[src/rtl/rdcrc_pkg.sv]
package rdcrc_pkg;
  typedef enum logic {PH_STREAM = 1'b0, PH_APPEND = 1'b1} phase_t;
endpackage

[src/rtl/rdcrc_lfsr.sv]
module rdcrc_lfsr #(
  parameter int              W        = 8,
  parameter logic [W-1:0]    POLY_REF = 8'h8C
) (
  input  logic         clk,
  input  logic         rst,
  input  logic         clr,
  input  logic         shift_en,
  input  logic         din,
  output logic [W-1:0] q
);
  logic [W-1:0] base;
  logic [W-1:0] nxt;
  logic         fb;

  always_comb begin
    base = clr ? '0 : q;
    fb   = base[0] ^ din;
    nxt  = (base >> 1) ^ (fb ? POLY_REF : '0);
  end

  always_ff @(posedge clk) begin
    if (rst)           q <= '0;
    else if (shift_en) q <= nxt;
    else if (clr)      q <= '0;
  end

  p_clear_r4: assert property (@(posedge clk) disable iff (rst)
    (clr && !shift_en) |=> (q == '0));
endmodule

[src/rtl/rdcrc_seq.sv]
module rdcrc_seq
  import rdcrc_pkg::*;
#(
  parameter int             W      = 8,
  parameter int             OPW    = 2,
  parameter logic [OPW-1:0] CRC_OP = 2'b10,
  localparam int            CW     = $clog2(W)
) (
  input  logic           clk,
  input  logic           rst,
  input  logic           start,
  input  logic [OPW-1:0] opcode,
  input  logic           bit_vld,
  input  logic           last,
  output phase_t         phase,
  output logic [CW-1:0]  cnt,
  output logic           en_now,
  output logic           accept,
  output logic           shift_en
);
  logic crc_en_q;

  assign en_now   = start ? (opcode == CRC_OP) : crc_en_q;
  assign accept   = bit_vld && (phase == PH_STREAM);
  assign shift_en = accept && en_now;

  always_ff @(posedge clk) begin
    if (rst) begin
      crc_en_q <= 1'b0;
      phase    <= PH_STREAM;
      cnt      <= '0;
    end else begin
      if (start) crc_en_q <= (opcode == CRC_OP);
      if (phase == PH_APPEND) begin
        cnt <= cnt + 1'b1;
        if (cnt == CW'(W-1)) begin
          phase <= PH_STREAM;
          cnt   <= '0;
        end
      end else if (shift_en && last) begin
        phase <= PH_APPEND;
        cnt   <= '0;
      end
    end
  end

  p_append_len_r6: assert property (@(posedge clk) disable iff (rst)
    (phase == PH_APPEND && cnt != CW'(W-1)) |=>
      (phase == PH_APPEND && cnt == $past(cnt) + 1'b1));
  p_noappend_r5: assert property (@(posedge clk) disable iff (rst)
    (phase == PH_STREAM && !en_now) |=> (phase == PH_STREAM));
endmodule

[src/rtl/rdcrc_out.sv]
module rdcrc_out #(
  parameter int  W  = 8,
  localparam int CW = $clog2(W)
) (
  input  logic          clk,
  input  logic          rst,
  input  logic          append,
  input  logic [CW-1:0] cnt,
  input  logic [W-1:0]  crc,
  input  logic          accept,
  input  logic          bit_in,
  input  logic          last,
  input  logic          en_now,
  output logic          ser_out,
  output logic          ser_vld,
  output logic          done
);
  always_ff @(posedge clk) begin
    if (rst) begin
      ser_out <= 1'b0;
      ser_vld <= 1'b0;
      done    <= 1'b0;
    end else if (append) begin
      ser_out <= crc[cnt];
      ser_vld <= 1'b1;
      done    <= (cnt == CW'(W-1));
    end else begin
      ser_out <= accept ? bit_in : 1'b0;
      ser_vld <= accept;
      done    <= accept && last && !en_now;
    end
  end

  p_done_vld_r8: assert property (@(posedge clk) disable iff (rst)
    done |-> ser_vld);
endmodule

[src/rtl/rdcrc_appender.sv]
module rdcrc_appender
  import rdcrc_pkg::*;
#(
  parameter int             W        = 8,
  parameter logic [W-1:0]   POLY_REF = 8'h8C,
  parameter int             OPW      = 2,
  parameter logic [OPW-1:0] CRC_OP   = 2'b10,
  localparam int            CW       = $clog2(W)
) (
  input  logic           clk,
  input  logic           rst,
  input  logic           start_i,
  input  logic [OPW-1:0] opcode_i,
  input  logic           bit_vld_i,
  input  logic           bit_in_i,
  input  logic           last_i,
  output logic           ser_out_o,
  output logic           ser_vld_o,
  output logic           done_o
);
  phase_t        phase;
  logic [CW-1:0] cnt;
  logic          en_now, accept, shift_en;
  logic [W-1:0]  crc_q;

  rdcrc_seq #(.W(W), .OPW(OPW), .CRC_OP(CRC_OP)) seq_i (
    .clk(clk), .rst(rst), .start(start_i), .opcode(opcode_i),
    .bit_vld(bit_vld_i), .last(last_i), .phase(phase), .cnt(cnt),
    .en_now(en_now), .accept(accept), .shift_en(shift_en)
  );

  rdcrc_lfsr #(.W(W), .POLY_REF(POLY_REF)) lfsr_i (
    .clk(clk), .rst(rst), .clr(start_i), .shift_en(shift_en),
    .din(bit_in_i), .q(crc_q)
  );

  rdcrc_out #(.W(W)) out_i (
    .clk(clk), .rst(rst), .append(phase == PH_APPEND), .cnt(cnt),
    .crc(crc_q), .accept(accept), .bit_in(bit_in_i), .last(last_i),
    .en_now(en_now), .ser_out(ser_out_o), .ser_vld(ser_vld_o), .done(done_o)
  );

  p_echo_r2: assert property (@(posedge clk) disable iff (rst)
    (bit_vld_i && phase == PH_STREAM) |=> (ser_vld_o && ser_out_o == $past(bit_in_i)));
  p_hold_r7: assert property (@(posedge clk) disable iff (rst)
    (phase == PH_APPEND && !start_i) |=> $stable(crc_q));
endmodule

[config.mk]
export PLATFORM = sky130hd
export DESIGN_NAME = rdcrc_appender
export DESIGN_NICKNAME = d
export VERILOG_FILES = /design/src/rtl/rdcrc_pkg.sv /design/src/rtl/rdcrc_lfsr.sv /design/src/rtl/rdcrc_seq.sv /design/src/rtl/rdcrc_out.sv /design/src/rtl/rdcrc_appender.sv
export SDC_FILE = /design/constraint.sdc
export NUM_CORES = 1
export LEC_CHECK = 0
export CORE_UTILIZATION = 45
export DETAILED_ROUTE_END_ITERATION = 6
export PLACE_DENSITY = 0.67
export SYNTH_ARGS = -nofsm -noshare
export SYNTH_HDL_FRONTEND = slang
export SYNTH_HIERARCHICAL = 1
export SYNTH_SLANG_ARGS = --single-unit
[constraint.sdc]
create_clock -name clk -period 1.6 [get_ports clk]
set_input_delay 0.16 -clock clk [delete_from_list [all_inputs] [get_ports clk]]
set_output_delay 0.16 -clock clk [all_outputs]
set_load 0.05 [all_outputs]
# Yosys cells after proc, flatten, opt, wreduce, memory -nomap -nowiden
# Cells that the tools add are included.
[word_totals]
latch_bits = 0
ram_bits = 0
word_cells = 37
n_memories = 0
mem_bits_ro = 0
register_bits = 16
input_bits = 8
[classes]
n_addsub = 1
magnitude_cmp = 1
shifts = 0
n_mul = 0
n_bitwise = 3
n_reduce_logical = 7
div_mod_pow = 0
eq_ne = 2
muxes = 16
[ops]
columns = ["cell", "count"]
rows = [
  ["2-to-1 mux 8 bit", 3],
  ["2-to-1 mux 1 bit", 9],
  ["2-to-1 mux 3 bit", 3],
  ["XOR 7 x 8 -> 8 bit", 1],
  ["logical AND 1 bit", 5],
  ["less-than comparator 3 x 4 -> 1 bit (second input constant)", 1],
  ["adder 3 x 1 -> 3 bit (second input constant)", 1],
  ["binary-select mux 1 bit (select 3 bit)", 1],
  ["== test 3 bit (second input constant)", 1],
  ["== test 2 bit (second input constant)", 1],
  ["nonzero test 2 bit", 1],
  ["logical NOT 1 bit", 1],
  ["NOT 1 bit", 1],
  ["XOR 1 bit", 1],
]

# Longest topological paths before layout
[logic_depth]
word_depth = 6
ltp_mapped = 8
mapped_depth_nobuf = 7

# Cells and area by module
# The synthesis kept the hierarchy.
[by_module_without_submodules]
columns = ["mod", "seq_area_each_um2", "cells_each", "n_inst", "area_per_inst_um2"]
rows = [
  ["rdcrc_lfsr", 160.2, 39, 1, 387.9],
  ["rdcrc_seq", 100.1, 32, 1, 297.8],
  ["rdcrc_out", 60.1, 17, 1, 183.9],
]

# Worst setup path after synthesis
# OpenSTA, ideal clock, no wires.
[synth_path]
path_kind = "flip-flop to flip-flop"
from = "register seq_i.phase"
to = "register lfsr_i.q[2]"
slack_ps = 156
setup_ps = 131
t_required_ps = 1469
t_arrival_ps = 1313
stages_incl_launch_ff = 7
cell_sequence = "dfxtp_1 -> nor2b_1 -> and2_1 -> buf_6 -> and4b_1 -> a31oi_1 -> o311ai_1"
[synth_between]
elab_chain_len = 4
[synth_lines]
columns = ["item", "line", "text"]
rows = [
  ["start, declared", "rdcrc_seq.sv:15", "output phase_t phase,"],
  ["start signal, assigned", "rdcrc_seq.sv:30", "phase <= PH_STREAM;"],
  ["start signal, assigned", "rdcrc_seq.sv:37", "phase <= PH_STREAM;"],
  ["start signal, assigned", "rdcrc_seq.sv:41", "phase <= PH_APPEND;"],
  ["NOT 1 bit", "rdcrc_seq.sv:24", "assign accept = bit_vld && (phase == PH_STREAM);"],
  ["logical AND 1 bit", "rdcrc_seq.sv:24", ""],
  ["net accept", "rdcrc_appender.sv:23", "logic en_now, accept, shift_en;"],
  ["logical AND 1 bit", "rdcrc_seq.sv:25", "assign shift_en = accept && en_now;"],
  ["net shift_en", "rdcrc_appender.sv:23", ""],
  ["2-to-1 mux 8 bit", "rdcrc_lfsr.sv:24", "else if (shift_en) q <= nxt;"],
  ["end signal, assigned", "rdcrc_lfsr.sv:24", ""],
  ["end, declared", "rdcrc_lfsr.sv:10", "output logic [W-1:0] q"],
]
# The timed path passes the listed nets, and every way through them passes these cells.
# A chain may end at the register's enable or synchronous reset.

# Final worst setup path
[layout_path]
from = "input port opcode_i[1]"
to = "register lfsr_i.q[3]"
[layout_between]
elab_chain_len = 4
[layout_lines]
columns = ["item", "line", "text"]
rows = [
  ["start, declared", "rdcrc_appender.sv:13", "input logic [OPW-1:0] opcode_i,"],
  ["== test 2 bit", "rdcrc_seq.sv:23", "assign en_now = start ? (opcode == CRC_OP) : crc_en_q;"],
  ["2-to-1 mux 1 bit", "rdcrc_seq.sv:23", ""],
  ["net en_now", "rdcrc_appender.sv:23", ""],
  ["logical AND 1 bit", "rdcrc_seq.sv:25", ""],
  ["net shift_en", "rdcrc_appender.sv:23", ""],
  ["2-to-1 mux 8 bit", "rdcrc_lfsr.sv:24", ""],
]
# The timed path passes the listed nets, and every way through them passes these cells.

==> summary.md <==
| Metric | Value |
|---|---|
| Clock-pin slew of the registers on the worst-case setup and hold paths | `0.08 ns` |
| Antenna violations before repair | `0` |
| Total clock sinks | `16` |
| Category of the critical setup timing path | `input port to register` |
| Clk root buf | `sky130_fd_sc_hd__clkbuf_4` |
| Main area contributors after synthesis | `sky130_fd_sc_hd__dfxtp_1 (37%), sky130_fd_sc_hd__mux2i_1 (6.9%), sky130_fd_sc_hd__a21oi_1 (4.0%), sky130_fd_sc_hd__nor2b_1 (3.6%), sky130_fd_sc_hd__mux4_1 (3.0%)` |
| Pre-CTS worst setup slack | `-0.262 ns` |
| Unrepaired setup endpoints after global routing | `false` |
| Fraction of the cycle the final worst path needs | `93.0%` |
| Start of the worst register-to-register path | `seq_i/crc_en_q` |
| Ratio of cells with drive above 1 in the final layout | `21.3%` |
| Max Fanout on Critical Path | `7` |
| Number of nets produced by synthesis | `98` |
| Number of placed I/O pins | `11` |
| Yosys warning total | `6` |
| X dimension of the die | `46.0 µm` |
| Post-layout util | `60.7%` |
| Yosys top cell by area | `sky130_fd_sc_hd__dfxtp_1` |
| Via count | `717` |
| # fillers | `171` |
| Fin. Hold Viols | `0` |
| Post-synthesis async set-or-reset flop share | `0%` |
| Register area share after synthesis | `36.8%` |
| Max rail drop VDD | `0.000616 V` |
| H-tree lvl count | `1` |
| Top post-synthesis cells by count | `sky130_fd_sc_hd__dfxtp_1 (16), sky130_fd_sc_hd__a21oi_1 (7), sky130_fd_sc_hd__mux2i_1 (6)` |
| Worst slew margin | `66.5%` |
| HPWL Detailed | `1280 µm` |
| Drt wl/cell | `13.1 µm` |
| Synthesized area | `870 µm²` |
| Final critical delay including setup and external delays | `1.49 ns` |
| Register-to-register setup slack | `0.15 ns` |
| Average via count per standard cell | `5.39` |
| Pwr Density | `701 mW/mm²` |
| Non-Filler Cell Area, Final | `0.00107 mm²` |
| GRT Util Overall | `18.5%` |
| Worst hold path type | `input port to register` |
| Via count of the first global-routing pass | `649` |
| Post-route DRC | `0` |
| Number of iterations in the first detailed-routing pass | `4` |
| Outcome | `complete, no violations` |
| Crit path arrival time | `1.68 ns` |
| Cells after Synth | `88` |
| Netlist cell types | `34` |
| Fmax achieved | `0.672 GHz` |
| EDFF count, synth | `0` |
| Number of pins exceeding their max-slew limit in the final report | `0` |
| Number of routed nets with antenna violations | `0` |
| Setup Skew | `0.0124 ns` |
| Most common flop cell mapped by yosys | `sky130_fd_sc_hd__dfxtp_1` |
| Post-CTS setup buffer count | `0` |
| Maximum count of clock buffers along a single path | `2` |
| Net count reported at finish | `120` |
| Kind of end point of the critical path | `register` |
| Total overflow reported by the global router | `0` |
| End of the worst register-to-register path | `lfsr_i/q[3]` |
| Worst-Margin Slew | `0.501 ns` |
| P_leak | `0.461 nW` |
| Final-layout worst hold slack | `0.354 ns` |
| Worst Setup Slack, final | `0.112 ns` |
| Total placed cells including tap cells | `130` |
| Placement row count | `15` |
| Most frequently used cell type in the post-synthesis netlist | `sky130_fd_sc_hd__dfxtp_1` |
| Final std cells w/o fill | `133` |
| Number of register bits inferred by synthesis | `16` |
| Die Outline Area | `0.00211 mm²` |
| Timing startpoint of the critical path | `opcode_i[1]` |
| Area share of the largest cell type after synthesis | `36.8%` |
| Layout-stage area growth over the synthesis result | `23.2%` |
| Syn_area_per_cell | `9.88 µm²` |
| Cell area reported after detailed placement | `0.00104 mm²` |
| Final number of setup-violating endpoints | `0` |
| First-pass GRT wire length | `2740 µm` |
| Design Power | `0.751 mW` |
| Total negative slack | `0 ns` |
| Violation count after the first detailed-route iteration | `11` |
| Number of diodes added for antenna fixing | `0` |
| Max-cap check violation count | `0` |
| PortBufs | `10` |
| Area inside the core boundary | `0.00176 mm²` |
| Endpoint of the worst hold path | `lfsr_i/q[5]` |
| Die H | `46.0 µm` |
| Clock tree from TritonCTS | `built` |
| Clk Latency, worst-skew pair | `0.29 ns` |
| Worst hold stages | `3` |
| Startpoint type of the worst setup path | `input port` |
| Startpoint of the tightest hold check path | `start_i` |
| Maximum number of pins on one net before global-route repair | `16` |
| Clock buffers created by TritonCTS | `3` |
| GP Congestion | `0.865` |
| Required time worst endpoint | `1.79 ns` |
| Initial core utilization | `49.3%` |
| Post-detailed-routing wire length | `1740 µm` |
| Cells on worst reg2reg path | `7` |
-- cell type report --
| type | count | area (µm²) | share of cell area [%] |
|---|---|---|---|
| timing repair buffer | 20 | 175 | 16.4 |
| clock buffer | 3 | 22.5 | 2.10 |
| sequential | 16 | 320 | 29.9 |
| multi-input combinational | 64 | 503 | 47.0 |
| inverter | 5 | 18.8 | 1.75 |
| tap | 25 | 31.3 | 2.92 |
-- kinds of logic (layout without fill, tap and decap cells) --
kind of cell | after synthesis | count (layout) | synth area share, %
AO/OA/AOI/OAI | 16 | 16 | 14.0
XOR/XNOR | 2 | 2 | 2.01
adder cells (fa/ha/maj) | 2 | 2 | 2.88
buffers and inverters | 8 | 28 | 5.32
flip-flops | 16 | 16 | 36.8
multiplexers | 8 | 8 | 11.2
AND/OR/NAND/NOR | 36 | 36 | 27.8
-- metal layers --
layer,GRT usage [%],routed length (µm)
met1,22.8,823
met3,5.95,60
met4,6.47,17
met5,0,0
met2,29.9,839
-- sequential cells by signal, summed over array words and instances, names as in the netlist --
| name | flops |
|---|---|
| out_i/ser_out | 1 |
| out_i/ser_vld | 1 |
| out_i/done | 1 |
| seq_i/phase | 1 |
| seq_i/crc_en_q | 1 |
| seq_i/cnt | 3 |
| lfsr_i/q | 8 |
-- how the worst max path moves through the flow --
stage	end	slack (ns)	cells past startpoint
3_3_place_gp	lfsr_i/q[2]	-0.20	8
2_1_floorplan	lfsr_i/q[2]	0.16	6
6_report	lfsr_i/q[3]	0.11	8
5_1_grt	lfsr_i/q[3]	0.05	8
3_5_place_dp	lfsr_i/q[2]	-0.26	8
4_1_cts	lfsr_i/q[2]	0.04	8
-- power breakdown --
group          switching [mW]  total, mW  internal [mW]
combinational          0.0630      0.122         0.0593
clock                   0.126      0.213         0.0875
sequential            0.00689      0.415          0.408
total                   0.196      0.751          0.555
-- what timing repair did --
| action | in CTS | in global routing |
|---|---|---|
| hold buffers | 0 | 0 |
| resized for setup | 0 | 2 |
| setup endpoints to repair | 0 | 3 |
| hold endpoints to repair | 0 | 0 |
-- critical path: stages --
cell                              delay (ns)
sky130_fd_sc_hd__clkdlybuf4s50_1        0.50
sky130_fd_sc_hd__nand3b_4               0.08
sky130_fd_sc_hd__and2_4                 0.16
sky130_fd_sc_hd__inv_1                  0.06
sky130_fd_sc_hd__and2_1                 0.25
sky130_fd_sc_hd__nor4b_2                0.30
sky130_fd_sc_hd__nand2_1                0.09
sky130_fd_sc_hd__o311ai_1               0.08
-- layout by cell type, fill, tap and decap left out, types with 2 or more instances in the layout --
| cell | synthesis | layout |
|---|---|---|
| sky130_fd_sc_hd__o311ai_1 | 2 | 2 |
| sky130_fd_sc_hd__mux2i_1 | 6 | 6 |
| sky130_fd_sc_hd__ha_1 | 2 | 2 |
| sky130_fd_sc_hd__inv_1 | 5 | 5 |
| sky130_fd_sc_hd__xor2_1 | 2 | 2 |
| sky130_fd_sc_hd__nor2b_1 | 5 | 5 |
| sky130_fd_sc_hd__nor2_1 | 4 | 4 |
| sky130_fd_sc_hd__clkbuf_4 | 0 | 3 |
| sky130_fd_sc_hd__nor3_1 | 5 | 5 |
| sky130_fd_sc_hd__buf_4 | 0 | 12 |
| sky130_fd_sc_hd__nand2_1 | 5 | 5 |
| sky130_fd_sc_hd__dfxtp_1 | 16 | 16 |
| sky130_fd_sc_hd__a21oi_1 | 7 | 7 |
| sky130_fd_sc_hd__nand3_1 | 5 | 5 |
| sky130_fd_sc_hd__a31oi_1 | 2 | 2 |
| sky130_fd_sc_hd__clkdlybuf4s50_1 | 0 | 6 |
| sky130_fd_sc_hd__dlymetal6s2s_1 | 0 | 2 |
Power figures use the tool's default switching activity.
